==> src/rtl/spi_fifo_master.sv <==
module spi_fifo_master #(
  parameter int FIFO_BYTES = 16,
  parameter int DIV_W = 9,
  localparam int AW = $clog2(FIFO_BYTES),
  localparam int LW = AW + 1
) (
  input  logic             clk,
  input  logic             rst_n,
  input  logic             cfg_en,
  input  logic [1:0]       cfg_width,
  input  logic             cfg_cpol,
  input  logic             cfg_cke,
  input  logic             cfg_late_smp,
  input  logic [DIV_W-1:0] cfg_div,
  input  logic [1:0]       cfg_rx_mode,
  input  logic [1:0]       cfg_tx_mode,
  input  logic             cfg_auto_cs,
  input  logic             cfg_ovf_irq_en,
  input  logic             wr_en,
  input  logic [31:0]      wr_data,
  input  logic             rd_en,
  output logic [31:0]      rd_data,
  input  logic             ovf_clr,
  input  logic             miso,
  output logic             sck,
  output logic             mosi,
  output logic             cs_n,
  output logic [LW-1:0]    tx_level,
  output logic [LW-1:0]    rx_level,
  output logic             irq_rx,
  output logic             irq_tx,
  output logic             irq_fault,
  output logic             ovf_flag
);

  logic [31:0] tx_mem [FIFO_BYTES];
  logic [31:0] rx_mem [FIFO_BYTES];
  logic [AW-1:0] tx_wp, tx_rp, rx_wp, rx_rp;
  logic [LW-1:0] tx_cnt, rx_cnt;

  logic             busy, half;
  logic [DIV_W-1:0] div_cnt;
  logic [5:0]       bit_left;
  logic [31:0]      tx_sh, rx_sh;

  logic [1:0]    wsel;
  logic [5:0]    nbits;
  logic [LW-1:0] cap;

  assign wsel  = (cfg_width == 2'd0) ? 2'd0 : (cfg_width == 2'd1) ? 2'd1 : 2'd2;
  assign nbits = 6'd8 << wsel;
  assign cap   = LW'(FIFO_BYTES) >> wsel;

  logic tx_push, tx_pop, rx_pop, half_end, end_pt, word_done, rx_push, ovf_set;
  logic [31:0] rx_word;

  assign tx_push   = wr_en && cfg_en && (tx_cnt < cap);
  assign tx_pop    = cfg_en && !busy && (tx_cnt != '0);
  assign rx_pop    = rd_en && cfg_en && (rx_cnt != '0);
  assign half_end  = busy && (div_cnt == cfg_div);
  assign end_pt    = half_end && half;
  assign word_done = end_pt && (bit_left == 6'd1);
  assign rx_word   = (end_pt && cfg_late_smp) ? {rx_sh[30:0], miso} : rx_sh;
  assign rx_push   = word_done && (rx_cnt < cap);
  assign ovf_set   = word_done && (rx_cnt >= cap);

  always_ff @(posedge clk) begin
    if (tx_push) tx_mem[tx_wp] <= wr_data;
    if (rx_push) rx_mem[rx_wp] <= rx_word;
  end

  always_ff @(posedge clk or negedge rst_n) begin
    if (!rst_n) begin
      tx_wp <= '0; tx_rp <= '0; tx_cnt <= '0;
      rx_wp <= '0; rx_rp <= '0; rx_cnt <= '0;
      busy <= 1'b0; half <= 1'b0; div_cnt <= '0; bit_left <= '0;
      tx_sh <= '0; rx_sh <= '0;
    end else if (!cfg_en) begin
      tx_wp <= '0; tx_rp <= '0; tx_cnt <= '0;
      rx_wp <= '0; rx_rp <= '0; rx_cnt <= '0;
      busy <= 1'b0; half <= 1'b0; div_cnt <= '0;
    end else begin
      if (tx_push) tx_wp <= tx_wp + 1'b1;
      if (tx_pop)  tx_rp <= tx_rp + 1'b1;
      tx_cnt <= tx_cnt + LW'(tx_push) - LW'(tx_pop);
      if (rx_push) rx_wp <= rx_wp + 1'b1;
      if (rx_pop)  rx_rp <= rx_rp + 1'b1;
      rx_cnt <= rx_cnt + LW'(rx_push) - LW'(rx_pop);

      if (tx_pop) begin
        busy     <= 1'b1;
        half     <= 1'b0;
        div_cnt  <= '0;
        bit_left <= nbits;
        tx_sh    <= tx_mem[tx_rp] << (6'd32 - nbits);
        rx_sh    <= '0;
      end else if (busy) begin
        if (half_end) begin
          div_cnt <= '0;
          half    <= ~half;
          if (!half && !cfg_late_smp) rx_sh <= {rx_sh[30:0], miso};
          if (end_pt) begin
            if (cfg_late_smp) rx_sh <= {rx_sh[30:0], miso};
            tx_sh    <= tx_sh << 1;
            bit_left <= bit_left - 6'd1;
            if (bit_left == 6'd1) busy <= 1'b0;
          end
        end else begin
          div_cnt <= div_cnt + 1'b1;
        end
      end
    end
  end

  always_ff @(posedge clk or negedge rst_n) begin
    if (!rst_n)       ovf_flag <= 1'b0;
    else if (ovf_set) ovf_flag <= 1'b1;
    else if (ovf_clr) ovf_flag <= 1'b0;
  end

  assign rd_data  = rx_mem[rx_rp];
  assign tx_level = tx_cnt;
  assign rx_level = rx_cnt;
  assign sck      = busy ? (cfg_cpol ^ (cfg_cke ? half : ~half)) : cfg_cpol;
  assign mosi     = busy & tx_sh[31];
  assign cs_n     = ~(cfg_auto_cs & (busy | (tx_cnt != '0)));

  always_comb begin
    case (cfg_rx_mode)
      2'd0:    irq_rx = (rx_cnt == '0);
      2'd1:    irq_rx = (rx_cnt != '0);
      2'd2:    irq_rx = (rx_cnt >= (cap >> 1));
      default: irq_rx = (rx_cnt == cap);
    endcase
    case (cfg_tx_mode)
      2'd0:    irq_tx = (tx_cnt == '0) && !busy;
      2'd1:    irq_tx = (tx_cnt == '0);
      2'd2:    irq_tx = ((cap - tx_cnt) >= (cap >> 1));
      default: irq_tx = (tx_cnt < cap);
    endcase
  end

  assign irq_fault = ovf_flag & cfg_ovf_irq_en;

endmodule

==> config.mk <==
export PLATFORM = sky130hd
export DESIGN_NAME = spi_fifo_master
export DESIGN_NICKNAME = d
export VERILOG_FILES = /design/src/rtl/spi_fifo_master.sv
export SDC_FILE = /design/constraint.sdc
export NUM_CORES = 1
export LEC_CHECK = 0
export ABC_AREA = 1
export BUFFER_PORTS_ARGS = -buffer_cell sky130_fd_sc_hd__buf_2
export CORE_MARGIN = 10
export CORE_UTILIZATION = 54
export CTS_BUF_LIST = sky130_fd_sc_hd__clkbuf_4
export DETAILED_ROUTE_END_ITERATION = 10
export PLACE_DENSITY_LB_ADDON = 0.12
export SETUP_SLACK_MARGIN = 0.5
export SYNTH_ARGS = -nofsm -noshare
export SYNTH_HDL_FRONTEND = slang
export SYNTH_SLANG_ARGS = --single-unit
==> constraint.sdc <==
create_clock -name clk -period 10.65 [get_ports clk]
set_clock_uncertainty 0.15 [all_clocks]
set_input_delay 0 -clock clk [delete_from_list [all_inputs] [get_ports clk]]
set_output_delay 0 -clock clk [all_outputs]
set_load 0.01 [all_outputs]
==> reports/qor.txt, run 1 <==
Seq pwr share = 44.7%
Number of port buffers = 107
CTS Buf Count = 307
Largest net degree at the start of global routing = 184
Setup crit end = rx_level[4]
WP data required = 11.51 ns
Critical Path Max Stage Delay = 0.70 ns
Power Internal = 7.66 mW
P&R area growth vs syn = 14.1%
Most common cell after layout, fill and taps aside = edfxtp_1
HPWL after DPL = 61500 µm
Post-synthesis sequential element count = 1132
Worst Path Arrival = 6.56 ns
Rows = 108
Syn nets = 4114
H-tree levels = 5
Total number of vias = 31.9k
Final Util = 61.9%
Clock group share of total power = 31.5%
Combinational power share = 23.7%
Final cell count without fillers = 5743
Max_slew headroom = 9.84%
Antenna violations before repair = 5
Clk slew on worst S/H paths = 0.07 ns
Avg Cell Area, Syn = 11.7 µm²
Crit. Startpoint = div_cnt[7]
Syn Std Cell Area = 46900 µm²
Critical Path Slowest Stage Cell = dlygate4sd3_1
Minimum clock period = 5.70 ns
Die area = 99100 µm²
Crit-path most repeated cell = nor2_1
CP cell instances = inv_1 > nor2_1 > nand3b_1 > dlygate4sd3_1 > nor2_2 > dlygate4sd3_1 > nand3_4 > dlygate4sd3_1 > nor3b_4 > dlygate4sd3_1 > inv_1 > ha_1 > inv_1 > ha_1 > fa_1 > nand2_1 > inv_1 > nor2_1 > nor2_1 > nor2_1 > xor2_1 > nor2_1
RR Startpoint = div_cnt[7]
Critical path launch point type = flop
Setup tns final = 0 ns
Setup Viol. Count Final = 0
Routed wire per std cell = 21.0 µm
Post-CTS setup buffers = 0
Status = finished, final reports clean
Residual DRC = 0
Reg2Reg Setup Slack = 4.95 ns
Max FO, Critical Path = 5
Grt ovf = 0
Vias per std cell = 5.56
Io pins = 108
Initial core utilization = 54.3%
CP Capture Type = flop
Commonest non-fill, non-tap cells in the layout = edfxtp_1 (1024), nand2_1 (919), clkbuf_4 (435)
Cell family with most CP delay = buffers and inverters
First-pass GRT wire length = 184000 µm
Routability cong. = 0.843
Hold Crit Class = in2out
Max cap viols = 0
Worst r2r dst = rx_level[4]
Die Ht = 315 µm
DP Cell Count = 5124
R2R cell count = 22
Number of flops mapped to enable cells by yosys = 1024
Yosys warning count = 0
Final #Nets = 4501
TritonRoute pass-1 iters = 6
Switch share = 32.4%
DRT Wirelength = 121000 µm
Fin. Hold Viols = 0
CTS Root Cell = clkbuf_4
Layout cells sized above 1 = 16.2%
Core area = 86500 µm²
Fmax = 176 MHz
Post_cts resized = 0
Fin crit share = 53.5%
RSZ-0062 raised after global routing = no
Clock Sinks = 1132
Yosys cell types = 50
Worst vdd ir = 215 µV
Slew Viols, Final = 0
WP depth = 22
Synth Instances = 4013
Buf/Inv on CP = 8
Seq/Total Area, Yosys = 71.3%
Clock buffer depth = 4
Worst-Margin Slew = 1.35 ns
CTS tree = done
Net Sw Power = 3.68 mW
Number of DRC markers in iteration 0 = 3054
Top_reg_cell synth = edfxtp_1
Power Density = 212 nW/µm²
Setup CP Type = reg2reg
Routed Antenna Nets = 0
Die W = 315 µm
Total GRT Usage = 24.2%
Vias in the first global route = 31.4k
Asr flop ratio synth = 9.54%
Insertion delay to the later sink of the worst-skew pair = 1.19 ns
P_leak = 20.1 nW
power by group through the flow:
stage / clock network [mW] / logic (mW) / registers (mW)
2_1_floorplan: 0 / 1.89 / 5.09
3_3_place_gp: 0 / 2.63 / 5.16
3_5_place_dp: 0 / 2.66 / 5.16
4_1_cts: 3.66 / 2.70 / 5.07
5_1_grt: 3.89 / 3.02 / 5.08
6_report: 3.57 / 2.69 / 5.07
metal layers:
layer	part of all wire (%)	wire length, µm	vias to the layer above	GRT usage [%]
li1	-	-	15100	-
met1	41	49100	15500	30.3
met2	50	60800	1074	41.6
met3	5.9	7100	228	3.95
met4	3.0	3570	2	10.1
met5	0.0099	12	-	0
tightest hold or removal path, stage by stage:
cell and delay, ns:
buf_2 0.08, nand2_1 0.04, buf_2 0.13
state kept, by name (all words and copies together), names as in the netlist:
register,cells
rx_mem,512
rx_rp,4
tx_wp,4
rx_wp,4
tx_level,5
half,1
tx_sh,32
bit_left,6
busy,1
tx_rp,4
ovf_flag,1
tx_mem,512
rx_level,5
div_cnt,9
rx_sh,32
synth_stat cells, drive strengths merged (39+ instances only):
library cell / n / area share, %
o22ai: 43 / 0.57
buf: 115 / 1.3
a21oi: 164 / 1.7
dfrtp: 108 / 5.8
nand2: 926 / 7.5
nand4: 39 / 0.52
nand3: 327 / 3.8
inv: 169 / 1.4
o21ai: 332 / 3.5
a221oi: 41 / 0.76
ha: 40 / 1.1
nor2: 445 / 3.6
clkbuf: 117 / 0.94
edfxtp: 1024 / 66
logic make-up (layout without fill, tap and decap cells):
group	after synthesis	count (layout)	share of synthesized area [%]
adders and majority gates	42	42	1.15
muxes	2	2	0.0453
AOI/OAI and AO/OA	647	647	7.80
and+or+nand+nor	1770	1770	15.9
DFF	1132	1132	71.3
xor gates and xnor gates	17	17	0.317
buffers and inverters	402	971	3.56
other	1	7	0.00799
what timing repair did:
item,4_1_cts,5_1_grt
endpoints found under the hold margin,1840,0
hold buffers,122,0
setup endpoints to repair,0,0
area by class of cell:
cell class	count	area, µm²
Timing Repair Buffer	310	2410
Clock buffer	435	3270
Tap cell	1155	1450
Inverter	170	648
Antenna cell	6	15.0
Fill cell	6953	32900
Sequential cell	1132	33500
Clock inverter	56	272
Multi-Input combinational cell	2479	12000
how the worst min path moves through the flow:
stage	start	to	slack (ns)	cells past startpoint
floorplan	rst_n	bit_left[0]	-0.45	0
global placement	rst_n	ovf_flag	-0.006	1
detailed placement	rst_n	ovf_flag	-0.005	1
CTS	cfg_late_smp	rx_sh[28]	0.06	6
global route	cfg_auto_cs	cs_n	0.10	3
finish	cfg_auto_cs	cs_n	0.1	3
metrics by stage:
| step | hold WS (ns) | worst slack (ns) | power [mW] | cell area [µm²] |
|---|---|---|---|---|
| 6_report | 0.0977 | 4.95 | 11.3 | 53600 |
| 3_3_place_gp | -0.00618 | 6.56 | 7.79 | 48800 |
| 5_1_grt | 0.103 | 4.64 | 12.0 | 53600 |
| 2_1_floorplan | -0.446 | 6.16 | 6.98 | 46900 |
| 3_5_place_dp | -0.00464 | 6.55 | 7.82 | 48800 |
| 4_1_cts | 0.0584 | 4.95 | 11.4 | 53500 |
Note: power is estimated with default switching activity, not from simulation.
==> inputs of run 2 (changes only) <==
Settings changed: ABC_AREA 1 to 0.
Clock period 10.65 ns to 5.95 ns, I/O delays scaled along.
==> run 2 against run 1 <==
Compared with the run above:
- non-clock buffer count is 63 lower
- wire length is 13% lower
- utilization is 0.21 points higher
- sequential share of layout area is 2.1 points higher
- flip-flop and latch count stayed put
- clock power is 81% higher
- die area is 3.2% lower
- highest routed layer is now met4
==> reports/qor.txt, run 2 <==
Status = finished, final reports clean
Core area = 83400 µm² (-3.5%)
CTS Buf Count = 304 (-0.98%)
Cell family with most CP delay = buffers and inverters
Final Util = 62.1% (+0.21 points)
Insertion delay to the later sink of the worst-skew pair = 1.15 ns (-0.04 ns)
Syn nets = 2583 (-37%)
Asr flop ratio synth = 9.54% (unchanged)
Ranking of synthesized cells by area = edfxtp_1 (68%), mux4_2 (9.5%), dfrtp_1 (6.0%)
Worst Path Arrival = 5.58 ns (-0.98 ns)
Worst-Margin Slew = 1.30 ns (-0.0538 ns)
Vias per std cell = 5.97 (+7.4%)
Clk slew on worst S/H paths = 0.06 ns (about the same)
HPWL after DPL = 59800 µm (-2.7%)
Die area = 96000 µm² (-3.2%)
Total number of vias = 24.9k (-22%)
Yosys cell types = 61 (+22%)
Seq/Total Area, Yosys = 73.8% (+2.5 points)
CP Capture Type = flop
Clock buffer depth = 4 (unchanged)
Synth Instances = 2482 (-38%)
Number of port buffers = 107 (unchanged)
Routability cong. = 0.854 (+1.3%)
Routed wire per std cell = 25.2 µm (+20%)
DRT Wirelength = 105000 µm (-13%)
Initial core utilization = 54.4% (+0.076 points)
Setup Viol. Count Final = 0 (unchanged)
RSZ-0062 raised after global routing = no
Final #Nets = 3004 (-33%)
Number of DRC markers in iteration 0 = 2076 (-32%)
Max cap viols = 0 (unchanged)
Buf/Inv on CP = 6 (-2)
Fin crit share = 85.1%
Top_reg_cell synth = edfxtp_1
Crit-path most repeated cell = dlygate4sd3_1
CTS tree = done
Number of flops mapped to enable cells by yosys = 1024 (unchanged)
P_leak = 16.6 nW (-17%)
Post-synthesis sequential element count = 1132 (unchanged)
Fin. Hold Viols = 0 (unchanged)
Io pins = 108 (unchanged)
Worst vdd ir = 292 µV (+36%)
Largest net degree at the start of global routing = 99 (-46%)
Avg Cell Area, Syn = 18.3 µm² (+56%)
Most common cell after layout, fill and taps aside = edfxtp_1
Power Density = 367 nW/µm² (+73%)
Die W = 310 µm (-1.6%)
TritonRoute pass-1 iters = 5 (-1)
Commonest non-fill, non-tap cells in the layout = edfxtp_1 (1024), clkbuf_4 (441), mux4_2 (191)
Yosys warning count = 0 (unchanged)
Minimum clock period = 5.06 ns
Max FO, Critical Path = 32 (+27)
P&R area growth vs syn = 14.3%
Clock Sinks = 1132 (unchanged)
First-pass GRT wire length = 161000 µm (-13%)
Most common cell in the synthesized netlist = edfxtp_1
Layout cells sized above 1 = 29.5% (+13 points)
Post-CTS setup buffers = 0 (unchanged)
H-tree levels = 5 (unchanged)
Total GRT Usage = 22.4% (-1.9 points)
DP Cell Count = 3571 (-30%)
Antenna violations before repair = 3 (-2)
Yosys top cell area share = 67.8% (+2.3 points)
Setup tns final = 0 ns (unchanged)
Setup CP Type = in2reg
Critical Path Slowest Stage Cell = nor2_4
Vias in the first global route = 26.3k (-16%)
Rows = 106 (-1.9%)
CP cell instances = dlygate4sd3_1 > dlygate4sd3_1 > buf_2 > dlygate4sd3_1 > clkinv_1 > nand2_1 > inv_1 > ha_1 > nand4_1 > o211ai_1 > a31oi_1 > and2_1 > nand2_1 > nor2_4
Critical path launch point type = input port
Fmax = 198 MHz
CTS Root Cell = clkbuf_4
Slew Viols, Final = 0 (unchanged)
Top cells by count, synth = edfxtp_1 (1024), mux4_2 (191), nand2_1 (168), mux2i_1 (134), dfrtp_1 (108)
Cell taking the most area after synthesis = edfxtp_1
Total power = 19.0 mW (+68%)
FILL cells = 6078 (-13%)
Hold Crit Class = in2out
Biggest regs = rx_mem (512), tx_mem (512)
Grt ovf = 0 (unchanged)
WP data required = 6.47 ns (-5.04 ns)
Routed Antenna Nets = 0 (unchanged)
Post_cts resized = 0 (unchanged)
Residual DRC = 0 (unchanged)
Die Ht = 310 µm (-1.6%)
Syn Std Cell Area = 45300 µm² (-3.4%)
Max_slew headroom = 13.2% (+3.4 points)
Final cell count without fillers = 4164 (-27%)
Critical Path Max Stage Delay = 1.04 ns (+0.34 ns)
## run 2: cell types whose count changed in the layout (fill, tap and decap cells not counted), moves of 133 or more
cell / change
nor2_1: -372
mux2i_1: +133
o21ai_0: -215
nand2_1: -752
nand3_1: -252
mux4_2: +191
## run 2: metrics by stage
step / setup WS, ns / area, µm² / hold WS, ns
2_1_floorplan: 1.03 / 45400 / -0.446
6_report: 0.889 / 51800 / 0.131
5_1_grt: 0.643 / 51800 / 0.0670
4_1_cts: 0.985 / 51800 / 0.00766
3_5_place_dp: 1.63 / 47200 / -0.119
3_3_place_gp: 1.82 / 47200 / -0.134
## run 2: what timing repair did
item / 4_1_cts / 5_1_grt
hold endpoints to repair: 1266 / 0
hold buffers: 106 / 0
setup endpoints to repair: 0 / 0
## run 2: per-layer routing
layer / vias up / track usage (%) / part of all wire, %
met5: - / 0 / 0
met4: 0 / 7.95 / 2.5
met3: 197 / 4.70 / 6.1
met2: 972 / 38.0 / 51
met1: 12700 / 28.4 / 40
li1: 11000 / - / -
## run 2: power by group
group / internal (mW) / total (mW) / switching [mW]
Clock: 3.49 / 6.47 / 2.98
Sequential: 8.81 / 9.11 / 0.297
Combinational: 1.60 / 3.44 / 1.84
Total: 13.9 / 19.0 / 5.12
## run 2: logic make-up (layout without fill, tap and decap cells)
| kind of cell | Yosys count | after routing | share of synthesized area [%] |
|---|---|---|---|
| muxes | 395 | 395 | 14.2 |
| other | 1 | 3 | 0.00827 |
| AOI/OAI and AO/OA | 317 | 317 | 4.55 |
| buffers and inverters | 166 | 766 | 1.49 |
| DFF | 1132 | 1132 | 73.8 |
| xor gates and xnor gates | 44 | 44 | 0.850 |
| adders and majority gates | 42 | 42 | 1.19 |
| and+or+nand+nor | 385 | 385 | 3.96 |
## run 2: tightest hold or removal path, stage by stage
cell     delay [ns]
buf_2          0.08
xnor2_1        0.06
buf_2          0.13
## run 2: final timing paths
kind	startpoint	endpoint	slack, ns	depth (start not counted)
max in group asynchronous	rst_n	tx_rp[1]	3.95	6
min reg2reg	tx_sh[9]	tx_sh[10]	0.33	2
max	cfg_width[1]	tx_mem[5][26]	0.89	14
max reg2reg	div_cnt[1]	rx_level[4]	0.91	15
min in group asynchronous	rst_n	rx_sh[30]	0.36	5
min	cfg_cpol	sck	0.13	3
## run 2: cell type report
type,count,area (µm²),area share (%)
Inverter,34,128,0.246
Multi-Input combinational cell,1184,11400,22.0
Clock buffer,441,3310,6.39
Tap cell,1080,1350,2.61
Antenna cell,2,5.00,0.00965
Timing Repair Buffer,247,1920,3.71
Sequential cell,1132,33500,64.6
Clock inverter,44,263,0.507
